$ cat config.mk
export PLATFORM = sky130hd
export DESIGN_NAME = opnd_ea_seq
export DESIGN_NICKNAME = d
export VERILOG_FILES = /design/src/rtl/ea_pkg.sv /design/src/rtl/ea_stepper.sv /design/src/rtl/ea_align_chk.sv /design/src/rtl/opnd_ea_seq.sv
export SDC_FILE = /design/constraint.sdc
export NUM_CORES = 1
export LEC_CHECK = 0
export BUFFER_PORTS_ARGS = -buffer_cell sky130_fd_sc_hd__buf_2
export CAP_MARGIN = 40
export CORE_MARGIN = 2
export CORE_UTILIZATION = 50
export CTS_BUF_LIST = sky130_fd_sc_hd__clkbuf_4 sky130_fd_sc_hd__clkbuf_8
export DETAILED_ROUTE_END_ITERATION = 10
export PLACE_DENSITY = 0.76
export SYNTH_ARGS = -nofsm -noshare
export SYNTH_HDL_FRONTEND = slang
export SYNTH_SLANG_ARGS = --single-unit
$ cat constraint.sdc
create_clock -name clk -period 7.05 [get_ports clk]
set_input_delay 0.3525 -clock clk [delete_from_list [all_inputs] [get_ports clk]]
set_output_delay 0.3525 -clock clk [all_outputs]
set_load 0.005 [all_outputs]
$ cat src/rtl/ea_pkg.sv
package ea_pkg;
    localparam int MODE_W = 3;

    typedef enum logic [MODE_W-1:0] {
        AM_REG    = 3'd0,
        AM_DEF    = 3'd1,
        AM_INC    = 3'd2,
        AM_INCDEF = 3'd3,
        AM_DEC    = 3'd4,
        AM_DECDEF = 3'd5,
        AM_IDX    = 3'd6,
        AM_IDXDEF = 3'd7
    } am_e;

    typedef enum logic [1:0] {
        ST_IDLE,
        ST_EXT,
        ST_PTR
    } st_e;

    typedef struct packed {
        logic fin;
        logic pre_err;
        logic rdir;
    } fin_t;

    function automatic logic is_ptr_mode(am_e m);
        return (m == AM_INCDEF) || (m == AM_DECDEF) || (m == AM_IDXDEF);
    endfunction
endpackage

$ cat src/rtl/ea_stepper.sv
module ea_stepper
    import ea_pkg::*;
#(
    parameter int W      = 16,
    parameter int RIW    = 3,
    parameter int SP_IDX = 6
) (
    input  am_e            mode,
    input  logic [RIW-1:0] ridx,
    input  logic           is_byte,
    input  logic [W-1:0]   base,
    output logic [W-1:0]   inc_val,
    output logic [W-1:0]   dec_val
);
    logic           unit_step;
    logic [W-1:0]   step;

    assign unit_step = is_byte && (ridx < RIW'(SP_IDX)) && !is_ptr_mode(mode);
    assign step      = unit_step ? W'(1) : W'(2);
    assign inc_val   = base + step;
    assign dec_val   = base - step;
endmodule

$ cat src/rtl/ea_align_chk.sv
module ea_align_chk #(
    parameter int W = 16
) (
    input  logic [W-1:0] addr,
    input  logic         word_acc,
    output logic         misaligned
);
    assign misaligned = word_acc && addr[0];
endmodule

$ cat src/rtl/opnd_ea_seq.sv
module opnd_ea_seq
    import ea_pkg::*;
#(
    parameter int W    = 16,
    parameter int NREG = 8
) (
    input  logic                  clk,
    input  logic                  rst,
    input  logic                  start_i,
    input  logic [MODE_W+$clog2(NREG)-1:0] spec_i,
    input  logic                  byte_i,
    input  logic [(NREG-1)*W-1:0] regs_i,
    input  logic [W-1:0]          pc_i,
    output logic                  rd_req_o,
    output logic [W-1:0]          rd_addr_o,
    input  logic                  rd_valid_i,
    input  logic [W-1:0]          rd_data_i,
    output logic                  busy_o,
    output logic                  done_o,
    output logic                  err_o,
    output logic                  reg_direct_o,
    output logic [W-1:0]          ea_o,
    output logic                  wb_en_o,
    output logic [$clog2(NREG)-1:0] wb_idx_o,
    output logic [W-1:0]          wb_val_o,
    output logic [2:0]            pc_adv_o
);
    localparam int RIW    = $clog2(NREG);
    localparam int SPW    = MODE_W + RIW;
    localparam int PC_IDX = NREG - 1;
    localparam int SP_IDX = NREG - 2;

    // register view: file entries plus the PC in the top slot
    logic [W-1:0] rv [NREG];
    for (genvar g = 0; g < NREG - 1; g++) begin : g_unpack
        assign rv[g] = regs_i[g*W +: W];
    end
    assign rv[PC_IDX] = pc_i;

    // specifier decode at start
    am_e            s_mode;
    logic [RIW-1:0] s_ridx;
    logic [W-1:0]   s_base, s_inc, s_dec;
    logic           s_is_pc;

    assign s_mode  = am_e'(spec_i[SPW-1:RIW]);
    assign s_ridx  = spec_i[RIW-1:0];
    assign s_base  = rv[s_ridx];
    assign s_is_pc = (s_ridx == RIW'(PC_IDX));

    ea_stepper #(.W(W), .RIW(RIW), .SP_IDX(SP_IDX)) u_step (
        .mode(s_mode), .ridx(s_ridx), .is_byte(byte_i), .base(s_base),
        .inc_val(s_inc), .dec_val(s_dec)
    );

    // latched context
    st_e            state, nxt_state;
    am_e            mode_q;
    logic [RIW-1:0] reg_q;
    logic           byte_q;
    logic [W-1:0]   base_q, pc_q, raddr_q, nxt_raddr;
    logic           pend_wb_en;
    logic [W-1:0]   pend_wb_val;
    logic [2:0]     pend_pcadv;

    // side effects implied by the specifier
    logic           st_wb_en;
    logic [W-1:0]   st_wb_val;
    logic [2:0]     st_pcadv;

    always_comb begin
        st_wb_en  = 1'b0;
        st_wb_val = s_base;
        st_pcadv  = 3'd0;
        unique case (s_mode)
            AM_INC, AM_INCDEF: begin
                if (s_is_pc) st_pcadv = 3'd2;
                else begin
                    st_wb_en  = 1'b1;
                    st_wb_val = s_inc;
                end
            end
            AM_DEC, AM_DECDEF: begin
                st_wb_en  = 1'b1;
                st_wb_val = s_dec;
            end
            AM_IDX, AM_IDXDEF: st_pcadv = 3'd2;
            default: ;
        endcase
    end

    // sequencing
    fin_t         f;
    logic [W-1:0] fin_ea, req_addr, ext_sum;
    logic         req_go, ra_bad, ea_bad, fin_err, cur_byte;
    st_e          req_tgt;

    assign ext_sum  = ((reg_q == RIW'(PC_IDX)) ? pc_q + W'(2) : base_q) + rd_data_i;
    assign cur_byte = (state == ST_IDLE) ? byte_i : byte_q;

    ea_align_chk #(.W(W)) u_rchk (.addr(req_addr), .word_acc(1'b1),      .misaligned(ra_bad));
    ea_align_chk #(.W(W)) u_echk (.addr(fin_ea),   .word_acc(!cur_byte), .misaligned(ea_bad));

    always_comb begin
        f         = '0;
        fin_ea    = '0;
        req_go    = 1'b0;
        req_addr  = '0;
        req_tgt   = ST_PTR;
        nxt_state = state;
        nxt_raddr = raddr_q;
        unique case (state)
            ST_IDLE: if (start_i) begin
                unique case (s_mode)
                    AM_REG:         begin f.fin = 1'b1; f.rdir = 1'b1; end
                    AM_DEF, AM_INC: begin f.fin = 1'b1; fin_ea = s_base; end
                    AM_DEC:         begin f.fin = 1'b1; fin_ea = s_dec; end
                    AM_INCDEF:      begin req_go = 1'b1; req_addr = s_base; end
                    AM_DECDEF:      begin req_go = 1'b1; req_addr = s_dec; end
                    AM_IDX, AM_IDXDEF: begin
                        req_go = 1'b1; req_addr = pc_i; req_tgt = ST_EXT;
                    end
                    default: ;
                endcase
            end
            ST_EXT: if (rd_valid_i) begin
                if (mode_q == AM_IDX) begin
                    f.fin = 1'b1; fin_ea = ext_sum; nxt_state = ST_IDLE;
                end else begin
                    req_go = 1'b1; req_addr = ext_sum;
                end
            end
            ST_PTR: if (rd_valid_i) begin
                f.fin = 1'b1; fin_ea = rd_data_i; nxt_state = ST_IDLE;
            end
            default: nxt_state = ST_IDLE;
        endcase
        if (req_go) begin
            if (ra_bad) begin
                f.fin = 1'b1; f.pre_err = 1'b1; nxt_state = ST_IDLE;
            end else begin
                nxt_state = req_tgt; nxt_raddr = req_addr;
            end
        end
    end

    assign fin_err = f.pre_err || (!f.rdir && ea_bad);

    logic           p_wb_en;
    logic [W-1:0]   p_wb_val;
    logic [2:0]     p_pcadv;
    logic [RIW-1:0] p_idx;
    assign p_wb_en  = (state == ST_IDLE) ? st_wb_en  : pend_wb_en;
    assign p_wb_val = (state == ST_IDLE) ? st_wb_val : pend_wb_val;
    assign p_pcadv  = (state == ST_IDLE) ? st_pcadv  : pend_pcadv;
    assign p_idx    = (state == ST_IDLE) ? s_ridx    : reg_q;

    always_ff @(posedge clk) begin
        if (rst) begin
            state        <= ST_IDLE;
            raddr_q      <= '0;
            mode_q       <= AM_REG;
            reg_q        <= '0;
            byte_q       <= 1'b0;
            base_q       <= '0;
            pc_q         <= '0;
            pend_wb_en   <= 1'b0;
            pend_wb_val  <= '0;
            pend_pcadv   <= '0;
            done_o       <= 1'b0;
            err_o        <= 1'b0;
            reg_direct_o <= 1'b0;
            ea_o         <= '0;
            wb_en_o      <= 1'b0;
            wb_idx_o     <= '0;
            wb_val_o     <= '0;
            pc_adv_o     <= '0;
        end else begin
            state   <= nxt_state;
            raddr_q <= nxt_raddr;
            done_o  <= f.fin;
            if (state == ST_IDLE && start_i) begin
                mode_q      <= s_mode;
                reg_q       <= s_ridx;
                byte_q      <= byte_i;
                base_q      <= s_base;
                pc_q        <= pc_i;
                pend_wb_en  <= st_wb_en;
                pend_wb_val <= st_wb_val;
                pend_pcadv  <= st_pcadv;
            end
            if (f.fin) begin
                err_o        <= fin_err;
                reg_direct_o <= f.rdir;
                ea_o         <= f.rdir ? '0 : fin_ea;
                wb_en_o      <= p_wb_en && !fin_err;
                wb_idx_o     <= p_idx;
                wb_val_o     <= p_wb_val;
                pc_adv_o     <= fin_err ? 3'd0 : p_pcadv;
            end
        end
    end

    assign busy_o    = (state != ST_IDLE);
    assign rd_req_o  = (state == ST_EXT) || (state == ST_PTR);
    assign rd_addr_o = raddr_q;

    // checks next to the logic they guard
    logic [W-1:0] wb_dlt;
    assign wb_dlt = wb_val_o - base_q;

    a_r10_req_hold: assert property (@(posedge clk) disable iff (rst)
        rd_req_o && !rd_valid_i |=> rd_req_o && $stable(rd_addr_o));
    a_r9_err_quiet: assert property (@(posedge clk) disable iff (rst)
        done_o && err_o |-> !wb_en_o && (pc_adv_o == 3'd0));
    a_r9_word_aligned: assert property (@(posedge clk) disable iff (rst)
        done_o && !err_o && !reg_direct_o && !byte_q |-> !ea_o[0]);
    a_r1_direct_quiet: assert property (@(posedge clk) disable iff (rst)
        done_o && reg_direct_o |-> !wb_en_o && !err_o);
    a_r5_step_range: assert property (@(posedge clk) disable iff (rst)
        done_o && wb_en_o |-> (wb_dlt == W'(1)) || (wb_dlt == W'(2)) ||
                              (wb_dlt == {W{1'b1}}) || (wb_dlt == {{(W-2){1'b1}}, 2'b10}));
    a_r5_even_step: assert property (@(posedge clk) disable iff (rst)
        done_o && wb_en_o && (wb_idx_o >= RIW'(SP_IDX)) |-> (wb_val_o[0] == base_q[0]));
endmodule

==> results of run 1 <==
==> worst max-delay path by stage <==
stage / cells after the start / start / slack [ns] / to
6_report: 13 / spec_i[0] / 3.08 / wb_val_o[15]$_SDFFE_PP0P_
3_3_place_gp: 11 / spec_i[0] / 2.56 / ea_o[14]$_SDFFE_PP0P_
5_1_grt: 12 / spec_i[0] / 2.90 / ea_o[14]$_SDFFE_PP0P_
2_1_floorplan: 16 / spec_i[0] / 3.26 / wb_val_o[15]$_SDFFE_PP0P_
3_5_place_dp: 13 / spec_i[0] / 2.66 / wb_val_o[15]$_SDFFE_PP0P_
4_1_cts: 13 / spec_i[0] / 3.15 / wb_val_o[15]$_SDFFE_PP0P_
==> per-layer routing <==
layer | wire length [um] | vias to the layer above
met5 | 0 | -
met4 | 1490 | 0
met3 | 3670 | 110
met2 | 14700 | 669
met1 | 12400 | 4261
li1 | - | 4293
==> final cells by class <==
class	instances	area [um^2]	share of cell area
Sequential cell	114	2280	0.227
Timing Repair Buffer	228	1190	0.119
Inverter	21	78.8	0.00784
Clock inverter	15	171	0.0171
Clock buffer	17	234	0.0233
Multi-Input combinational cell	840	5820	0.579
Tap cell	220	275	0.0274
==> power breakdown <==
group | internal [W] | switching (W) | total [W] | leakage [nW]
clock network | 0.000324 | 0.000319 | 0.000643 | 0.198
logic | 0.000270 | 0.000452 | 0.000722 | 3.01
registers | 0.000707 | 0.0000376 | 0.000745 | 0.936
==> registers in the layout (all words and copies together) (netlist names) <==
| register | count |
|---|---|
| pend_wb_val | 16 |
| pend_wb_en | 1 |
| reg_q | 3 |
| rd_addr_o | 15 |
| wb_en_o | 1 |
| done_o | 1 |
| base_q | 16 |
| wb_val_o | 16 |
| state | 2 |
| mode_q | 3 |
| pc_q | 16 |
| pc_adv_o | 1 |
| ea_o | 16 |
| byte_q | 1 |
| wb_idx_o | 3 |
| err_o | 1 |
| reg_direct_o | 1 |
| pend_pcadv | 1 |
==> synthesized netlist by cell type (7+ instances only) <==
cell type                  instances  share of area
sky130_fd_sc_hd__nor3_1           24          0.014
sky130_fd_sc_hd__a211oi_1         33          0.029
sky130_fd_sc_hd__buf_4             7         0.0061
sky130_fd_sc_hd__mux2_2           10          0.013
sky130_fd_sc_hd__a22o_1            9         0.0092
sky130_fd_sc_hd__a221oi_1          9         0.0092
sky130_fd_sc_hd__nand3_1          36          0.021
sky130_fd_sc_hd__nand2b_1          7         0.0051
sky130_fd_sc_hd__o21ai_1          15         0.0088
sky130_fd_sc_hd__xor2_1           10          0.010
sky130_fd_sc_hd__o221ai_1         10          0.010
sky130_fd_sc_hd__a222oi_1          8         0.0093
sky130_fd_sc_hd__mux2i_1          30          0.035
sky130_fd_sc_hd__mux4_2           27          0.071
sky130_fd_sc_hd__a21oi_1          84          0.049
sky130_fd_sc_hd__dfxtp_1         114           0.27
sky130_fd_sc_hd__nand2_1         123          0.054
sky130_fd_sc_hd__ha_1             31          0.045
sky130_fd_sc_hd__a31oi_1          12         0.0088
sky130_fd_sc_hd__xnor2_1          24          0.025
sky130_fd_sc_hd__nor4_1            9         0.0066
sky130_fd_sc_hd__nor2b_1           8         0.0058
sky130_fd_sc_hd__and3_1            8         0.0058
sky130_fd_sc_hd__nor2_1          103          0.045
sky130_fd_sc_hd__o22ai_1           9         0.0066
sky130_fd_sc_hd__clkbuf_1         54          0.024
sky130_fd_sc_hd__a22oi_1          18          0.016
sky130_fd_sc_hd__o21ai_0          66          0.039
sky130_fd_sc_hd__buf_2            13         0.0076
sky130_fd_sc_hd__inv_1            20         0.0088
==> cells by family (layout without fill, tap and decap cells) <==
| kind of cell | count (synthesis) | in the layout | synth area share |
|---|---|---|---|
| AO/OA/AOI/OAI | 335 | 335 | 0.261 |
| multiplexers | 71 | 71 | 0.127 |
| XOR/XNOR | 34 | 34 | 0.0347 |
| adder cells (fa/ha/maj) | 34 | 34 | 0.0522 |
| AND/OR/NAND/NOR | 363 | 363 | 0.202 |
| flip-flops | 114 | 114 | 0.266 |
| other | 1 | 3 | 0.000437 |
| buffers and inverters | 106 | 281 | 0.0568 |
==> through the flow <==
stage	instance area [um^2]	std cells	worst slack [ns]	power [W]	util
final	10100	1455	3.08	0.00211	0.602
after CTS	10100	1455	3.15	0.00210	0.602
after global routing	10100	1455	2.90	0.00221	0.602
after floorplan	8580	1060	3.26	0.00122	-
after global placement	9610	1419	2.56	0.00145	0.575
after detailed placement	9650	1423	2.66	0.00146	0.578
==> worst register-to-register path, stage by stage (launching register included) <==
cell	delay, ns
sky130_fd_sc_hd__dfxtp_1	0.36
sky130_fd_sc_hd__inv_1	0.09
sky130_fd_sc_hd__ha_1	0.14
sky130_fd_sc_hd__buf_4	0.35
sky130_fd_sc_hd__nand2_1	0.11
sky130_fd_sc_hd__buf_4	0.30
sky130_fd_sc_hd__nor2_1	0.71
sky130_fd_sc_hd__a221oi_2	0.18
sky130_fd_sc_hd__nand2_1	0.59
sky130_fd_sc_hd__nor2_1	0.24
sky130_fd_sc_hd__buf_4	0.27
sky130_fd_sc_hd__a221oi_1	0.33
sky130_fd_sc_hd__a21oi_1	0.11
==> cells in the final DEF, fill, tap and decap left out, types with 7 or more instances in the layout <==
cell type	instances
sky130_fd_sc_hd__nand2_1	123
sky130_fd_sc_hd__nor4_1	9
sky130_fd_sc_hd__ha_1	31
sky130_fd_sc_hd__buf_2	211
sky130_fd_sc_hd__nand2b_1	7
sky130_fd_sc_hd__and3_1	8
sky130_fd_sc_hd__nand3_1	36
sky130_fd_sc_hd__a21oi_1	83
sky130_fd_sc_hd__o221ai_1	10
sky130_fd_sc_hd__a22o_1	9
sky130_fd_sc_hd__a31oi_1	12
sky130_fd_sc_hd__o21ai_1	15
sky130_fd_sc_hd__xnor2_1	24
sky130_fd_sc_hd__o22ai_1	9
sky130_fd_sc_hd__dfxtp_1	114
sky130_fd_sc_hd__clkbuf_8	17
sky130_fd_sc_hd__nor3_1	24
sky130_fd_sc_hd__mux2_2	10
sky130_fd_sc_hd__o21ai_0	66
sky130_fd_sc_hd__mux4_2	27
sky130_fd_sc_hd__a221oi_1	9
sky130_fd_sc_hd__mux2i_1	30
sky130_fd_sc_hd__a22oi_1	18
sky130_fd_sc_hd__buf_4	15
sky130_fd_sc_hd__a211oi_1	33
sky130_fd_sc_hd__a222oi_1	8
sky130_fd_sc_hd__nor2b_1	8
sky130_fd_sc_hd__nor2_1	103
sky130_fd_sc_hd__xor2_1	10
sky130_fd_sc_hd__inv_1	20
==> results.yml, run 1 <==
run_status:
  status: "completed"
global_route:
  grt_antenna_before_repair: 0
  globalRouteTotalUtil: 0.358
  globalRouteMet1Util: 0.467
  gr-usage-met2: 0.571
  pin_count_of_the_biggest_net_entering_global_routing: 82
  global_route.peak_usage_layer: "met2"
  globalRoute.totalOverflow: 0
  vias_in_the_first_global_route: 8681
  grt_pass1_wl_um: 49700
  gr-usage-met3: 0.0826
sta:
  max_freq_ghz: 0.252
  tightest_slew_ns: 0.897
  setup_viol: 0
  relative_max_transition_margin: 0.385
  fin_hold_ws_ns: 0.180
  timing.final.crit_share: 0.563
  slew_viol_final: 0
  setup_total_negative_slack_ns: 0
  post-route-min-period_ns: 3.97
  grt_setup_unrepaired: "false"
  number_of_hold_violations_in_the_final_report: 0
  clock_skew_ns: 0.0107
clocking:
  post_cts_buffers: 0
  clk_latency_worst_skew_pair_ns: 0.46
  cts-resized-gates: 0
  cell_at_the_root_of_the_clock_tree: "sky130_fd_sc_hd__clkbuf_8"
  cts.reportedPaths.clkPinSlew_ns: 0.08
  tritoncts.num_buffers: 17
  tritoncts: "built"
  cts_max_level: 4
  postCtsHoldBufs: 0
  clock_sinks: 114
  clockBufferDepth: 2
setup_path:
  setup.worst_path.start_class: "input pin"
  end_kind: "flop"
  cp_slowest_cell: "sky130_fd_sc_hd__mux4_2"
  required_ns: 7.43
  critPathBufInv: 2
  critPathMaxStageDelay_ns: 0.55
  critical_path.top_delay_family: "simple AND/OR/NAND/NOR gates"
  timing.rr.end: "ea_o[14]$_SDFFE_PP0P_"
  r2r.worst_path.cells: 12
  worst_r2r_startpoint: "state[1]$_SDFFE_PP0P_"
  r2r_setup_slack_ns: 3.17
  cp_cell_sequence: "buf_2 -> buf_4 -> mux4_2 -> mux2_2 -> ha_1 -> nor2_1 -> nor2_1 -> and4_1 -> and3_1 -> and4_1 -> nand4_1 -> o311a_1 -> a311oi_2"
  worst_ep_arrival_time_ns: 4.35
  worst-setup-path-type: "input pin to flop"
  timing.critical_path.fanout_max: 21
logic_synthesis:
  syn-instance-count: 1058
  yosysUniqueCellTypes: 89
  number_of_enable_flip_flop_cells_after_synthesis: 0
  proportion_of_synthesized_chip_area_in_sequential_cells: 0.266
  synthesis.area_per_instance_um2: 8.10
  syn-cell-area_mm2: 0.00857
  most_used_dff_post_synth: "sky130_fd_sc_hd__dfxtp_1"
  yosys_register_bits: 114
  synth-async-reset-ratio: 0
  synth_warn: 0
detailed_routing:
  finalWirelength_um: 32300
  drcViolationCount: 0
  vias_per_cell: 6.41
  routedWlPerCell_um: 22.2
  detail_route.iter0.violations: 1281
  vias: 9333
  antenna_left: 0
  detailedRoute.firstPassIterationCount: 8
placement:
  port_buffers: 211
  post-dp-hpwl_um: 24700
  gp_routability_congestion: 1.03
floorplan:
  floorplan.die.height_um: 135
  die_area_mm2: 0.0182
  initial_core_util: 0.513
  num_rows: 47
  placeableCoreArea_mm2: 0.0167
  ios: 215
  floorplan.die.width_um: 135
final_layout:
  finish.net_count: 1411
  proportion_of_layout_cells_with_a_drive_suffix_above_1: 0.262
  count_of_antenna_diodes_in_the_layout: 0
  layout-area-overhead-vs-synth_pct: 17.3
  nFillCells: 1496
hold_path:
  worst_hold_path.num_cells: 3
  hold_path_startpoint: "pc_i[4]"
  whs_endpoint: "pc_q[4]$_SDFFE_PP0P_"
  worstHoldPathType: "input pin to flop"
pwr:
  power_density_mw_per_mm2: 210
  static-leakage-power_nw: 4.15
  vdd.ir_drop.worst_mv: 0.114
job:
  maxCapViolations: 0
(Power assumes the default switching activity.)
==> run 2, diff against run 1 <==
- ABC_AREA: default -> 1
- PLACE_DENSITY: 0.76 -> 0.75
- clock period: 7.05 -> 4.1 ns (I/O delays scaled with it)
==> run 2 against run 1 <==
- design area grew 8.3%
- global-route usage shrank 2.4 points
- worst setup slack lost 2.4 ns
- synthesized cell count grew 53%
- highest routed layer unchanged
- sequential share of layout area shrank 1.7 points
- synthesized area grew 10%
- first-iteration DRC count shrank 10%
- count of clock-buffer cells in the layout grew 3
- sequential power grew 72%
- final cell count grew 40%
==> results.yml, run 2 <==
run_status:
  status: "completed"
logic_synthesis:
  synth_top_cell_by_area: "sky130_fd_sc_hd__dfxtp_1"
  synth_top_cell_area_share: 0.241
  synth_warn: 0
  netlist_top_cells_count: "520 x sky130_fd_sc_hd__nand2_1, 187 x sky130_fd_sc_hd__inv_1, 150 x sky130_fd_sc_hd__nand3_1"
  post-synth-top-count-cell: "sky130_fd_sc_hd__nand2_1"
  yosysUniqueCellTypes: 48
  synth-async-reset-ratio: 0
  yosys_register_bits: 114
  synth.top_cells.by_area: "sky130_fd_sc_hd__dfxtp_1 24%, sky130_fd_sc_hd__nand2_1 21%, sky130_fd_sc_hd__nand3_1 7.9%, sky130_fd_sc_hd__inv_1 7.4%, sky130_fd_sc_hd__o21ai_0 7.1%"
  synthesis.area_per_instance_um2: 5.86
  most_used_dff_post_synth: "sky130_fd_sc_hd__dfxtp_1"
  syn-cell-area_mm2: 0.00946
  number_of_enable_flip_flop_cells_after_synthesis: 0
  proportion_of_synthesized_chip_area_in_sequential_cells: 0.241
  syn-instance-count: 1615
clocking:
  cts_max_level: 4
  clock_sinks: 114
  tritoncts: "built"
  post_cts_buffers: 0
  cell_at_the_root_of_the_clock_tree: "sky130_fd_sc_hd__clkbuf_8"
  cts-resized-gates: 0
  tritoncts.num_buffers: 17
  clockBufferDepth: 2
  clk_latency_worst_skew_pair_ns: 0.45
  postCtsHoldBufs: 0
  cts.reportedPaths.clkPinSlew_ns: 0.07
setup_path:
  worstSetupPathDepth: 26
  worst_r2r_startpoint: "pc_q[1]$_SDFFE_PP0P_"
  critPathMaxStageDelay_ns: 0.39
  timing.rr.end: "ea_o[13]$_SDFFE_PP0P_"
  required_ns: 4.44
  r2r.worst_path.cells: 26
  critical_path.top_delay_family: "simple AND/OR/NAND/NOR gates"
  end_kind: "flop"
  r2r_setup_slack_ns: 0.66
  timing.critical_path.to: "ea_o[13]$_SDFFE_PP0P_"
  critPathBufInv: 7
  cp_slowest_cell: "sky130_fd_sc_hd__dfxtp_1"
  setup.worst_path.start_class: "flop"
  timing.critical_path.fanout_max: 4
  worst_ep_arrival_time_ns: 3.78
  worst-setup-path-type: "flop to flop"
  path_common_cell: "sky130_fd_sc_hd__inv_1"
  critPathLaunch: "pc_q[1]$_SDFFE_PP0P_"
floorplan:
  num_rows: 50
  floorplan.die.height_um: 142
  initial_core_util: 0.508
  floorplan.die.width_um: 142
  die_area_mm2: 0.0200
  placeableCoreArea_mm2: 0.0186
  ios: 215
final_layout:
  layout-area-overhead-vs-synth_pct: 15.0
  multi_input_area_mm2: 0.00600
  instances_no_fill: 2037
  proportion_of_layout_cells_with_a_drive_suffix_above_1: 0.177
  count_of_antenna_diodes_in_the_layout: 0
  utilization: 0.584
  nFillCells: 1971
  final_common_cell: "sky130_fd_sc_hd__nand2_1"
  finish.net_count: 1979
  area.sequential_mm2: 0.00228
  layout_common_cells: "520 x sky130_fd_sc_hd__nand2_1, 211 x sky130_fd_sc_hd__buf_2, 186 x sky130_fd_sc_hd__inv_1, 150 x sky130_fd_sc_hd__nand3_1, 138 x sky130_fd_sc_hd__nor2_1"
placement:
  gp_routability_congestion: 1.05
  port_buffers: 211
  placedCellCount: 2005
  post-dp-hpwl_um: 25900
detailed_routing:
  detailedRoute.firstPassIterationCount: 6
  vias_per_cell: 5.45
  drcViolationCount: 0
  routedWlPerCell_um: 16.5
  finalWirelength_um: 33600
  detail_route.iter0.violations: 1150
  vias: 11093
  antenna_left: 0
job:
  maxCapViolations: 0
sta:
  tightest_slew_ns: 0.864
  max_freq_ghz: 0.291
  clock_skew_ns: 0.0142
  post-route-min-period_ns: 3.44
  number_of_hold_violations_in_the_final_report: 0
  timing.final.crit_share: 0.839
  setup_viol: 0
  slew_viol_final: 0
  setup_total_negative_slack_ns: 0
  relative_max_transition_margin: 0.423
  grt_setup_unrepaired: "false"
pwr:
  power_density_mw_per_mm2: 323
  vdd.ir_drop.worst_mv: 0.194
  static-leakage-power_nw: 5.80
  power_w: 0.00352
global_route:
  globalRoute.totalOverflow: 0
  vias_in_the_first_global_route: 10180
  pin_count_of_the_biggest_net_entering_global_routing: 57
  globalRouteTotalUtil: 0.333
  grt_antenna_before_repair: 0
  grt_pass1_wl_um: 52800
hold_path:
  worstHoldPathType: "input pin to flop"
[run 2: changes by cell type in the layout (fill, tap and decap cells not counted), moves of 30 or more]
cell	before	now
sky130_fd_sc_hd__nand2_1	123	520
sky130_fd_sc_hd__inv_1	20	186
sky130_fd_sc_hd__nand3_1	36	150
sky130_fd_sc_hd__o21ai_0	66	135
sky130_fd_sc_hd__nor2_1	103	138
sky130_fd_sc_hd__a211oi_1	33	1
sky130_fd_sc_hd__mux2i_1	30	0
[run 2: worst min path at each step]
stage,from,to,slack [ns],cells after the start
after detailed placement,ea_o[8]$_SDFFE_PP0P_,ea_o[8]$_SDFFE_PP0P_,0.43,2
final,pc_i[9],pc_q[9]$_SDFFE_PP0P_,0.08,3
after floorplan,pc_i[1],pc_q[1]$_SDFFE_PP0P_,0.35,2
after global placement,ea_o[5]$_SDFFE_PP0P_,ea_o[5]$_SDFFE_PP0P_,0.43,2
after global routing,pc_i[8],pc_q[8]$_SDFFE_PP0P_,0.09,3
after CTS,pc_i[7],pc_q[7]$_SDFFE_PP0P_,0.05,3
[run 2: layout make-up]
cell class,instances,area share
Multi-Input combinational cell,1230,0.551
Timing Repair Buffer,230,0.110
Inverter,197,0.0684
Sequential cell,114,0.210
Clock buffer,20,0.0241
Clock inverter,12,0.0100
Tap cell,234,0.0269
[run 2: report_power, final]
| part | switching [W] | internal (W) |
|---|---|---|
| logic | 0.000828 | 0.000401 |
| clock network | 0.000501 | 0.000508 |
| registers | 0.0000622 | 0.00122 |
[run 2: through the flow]
| step | hold slack [ns] | instance area, um^2 | worst slack, ns |
|---|---|---|---|
| 2_1_floorplan | 0.353 | 9470 | 1.28 |
| 3_3_place_gp | 0.432 | 10500 | 0.701 |
| 3_5_place_dp | 0.434 | 10500 | 0.669 |
| 4_1_cts | 0.0549 | 10900 | 0.654 |
| 5_1_grt | 0.0919 | 10900 | 0.0637 |
| 6_report | 0.0838 | 10900 | 0.660 |
[run 2: cells by family after synthesis]
logic type               synth area share
AO/OA/AOI/OAI                       0.175
flip-flops                          0.241
other                            0.000396
buffers and inverters               0.126
AND/OR/NAND/NOR                     0.388
adder cells (fa/ha/maj)            0.0473
XOR/XNOR                           0.0222
[run 2: metal layers]
metal  vias to the layer above  routed length [um]  share of wire  global-route usage
met4                         0                1100          0.033               0.119
met3                        75                2990          0.089              0.0526
li1                       5526                   -              -                   -
met1                      4920               14400           0.43               0.437
met2                       572               15200           0.45               0.556
met5                         -                   0              0                   0
[run 2: tightest hold or removal path, delay by kind of cell]
family / cells / cell delay (ns)
AOI/OAI and AO/OA: 2 / 0.20
buffers and inverters: 1 / 0.08
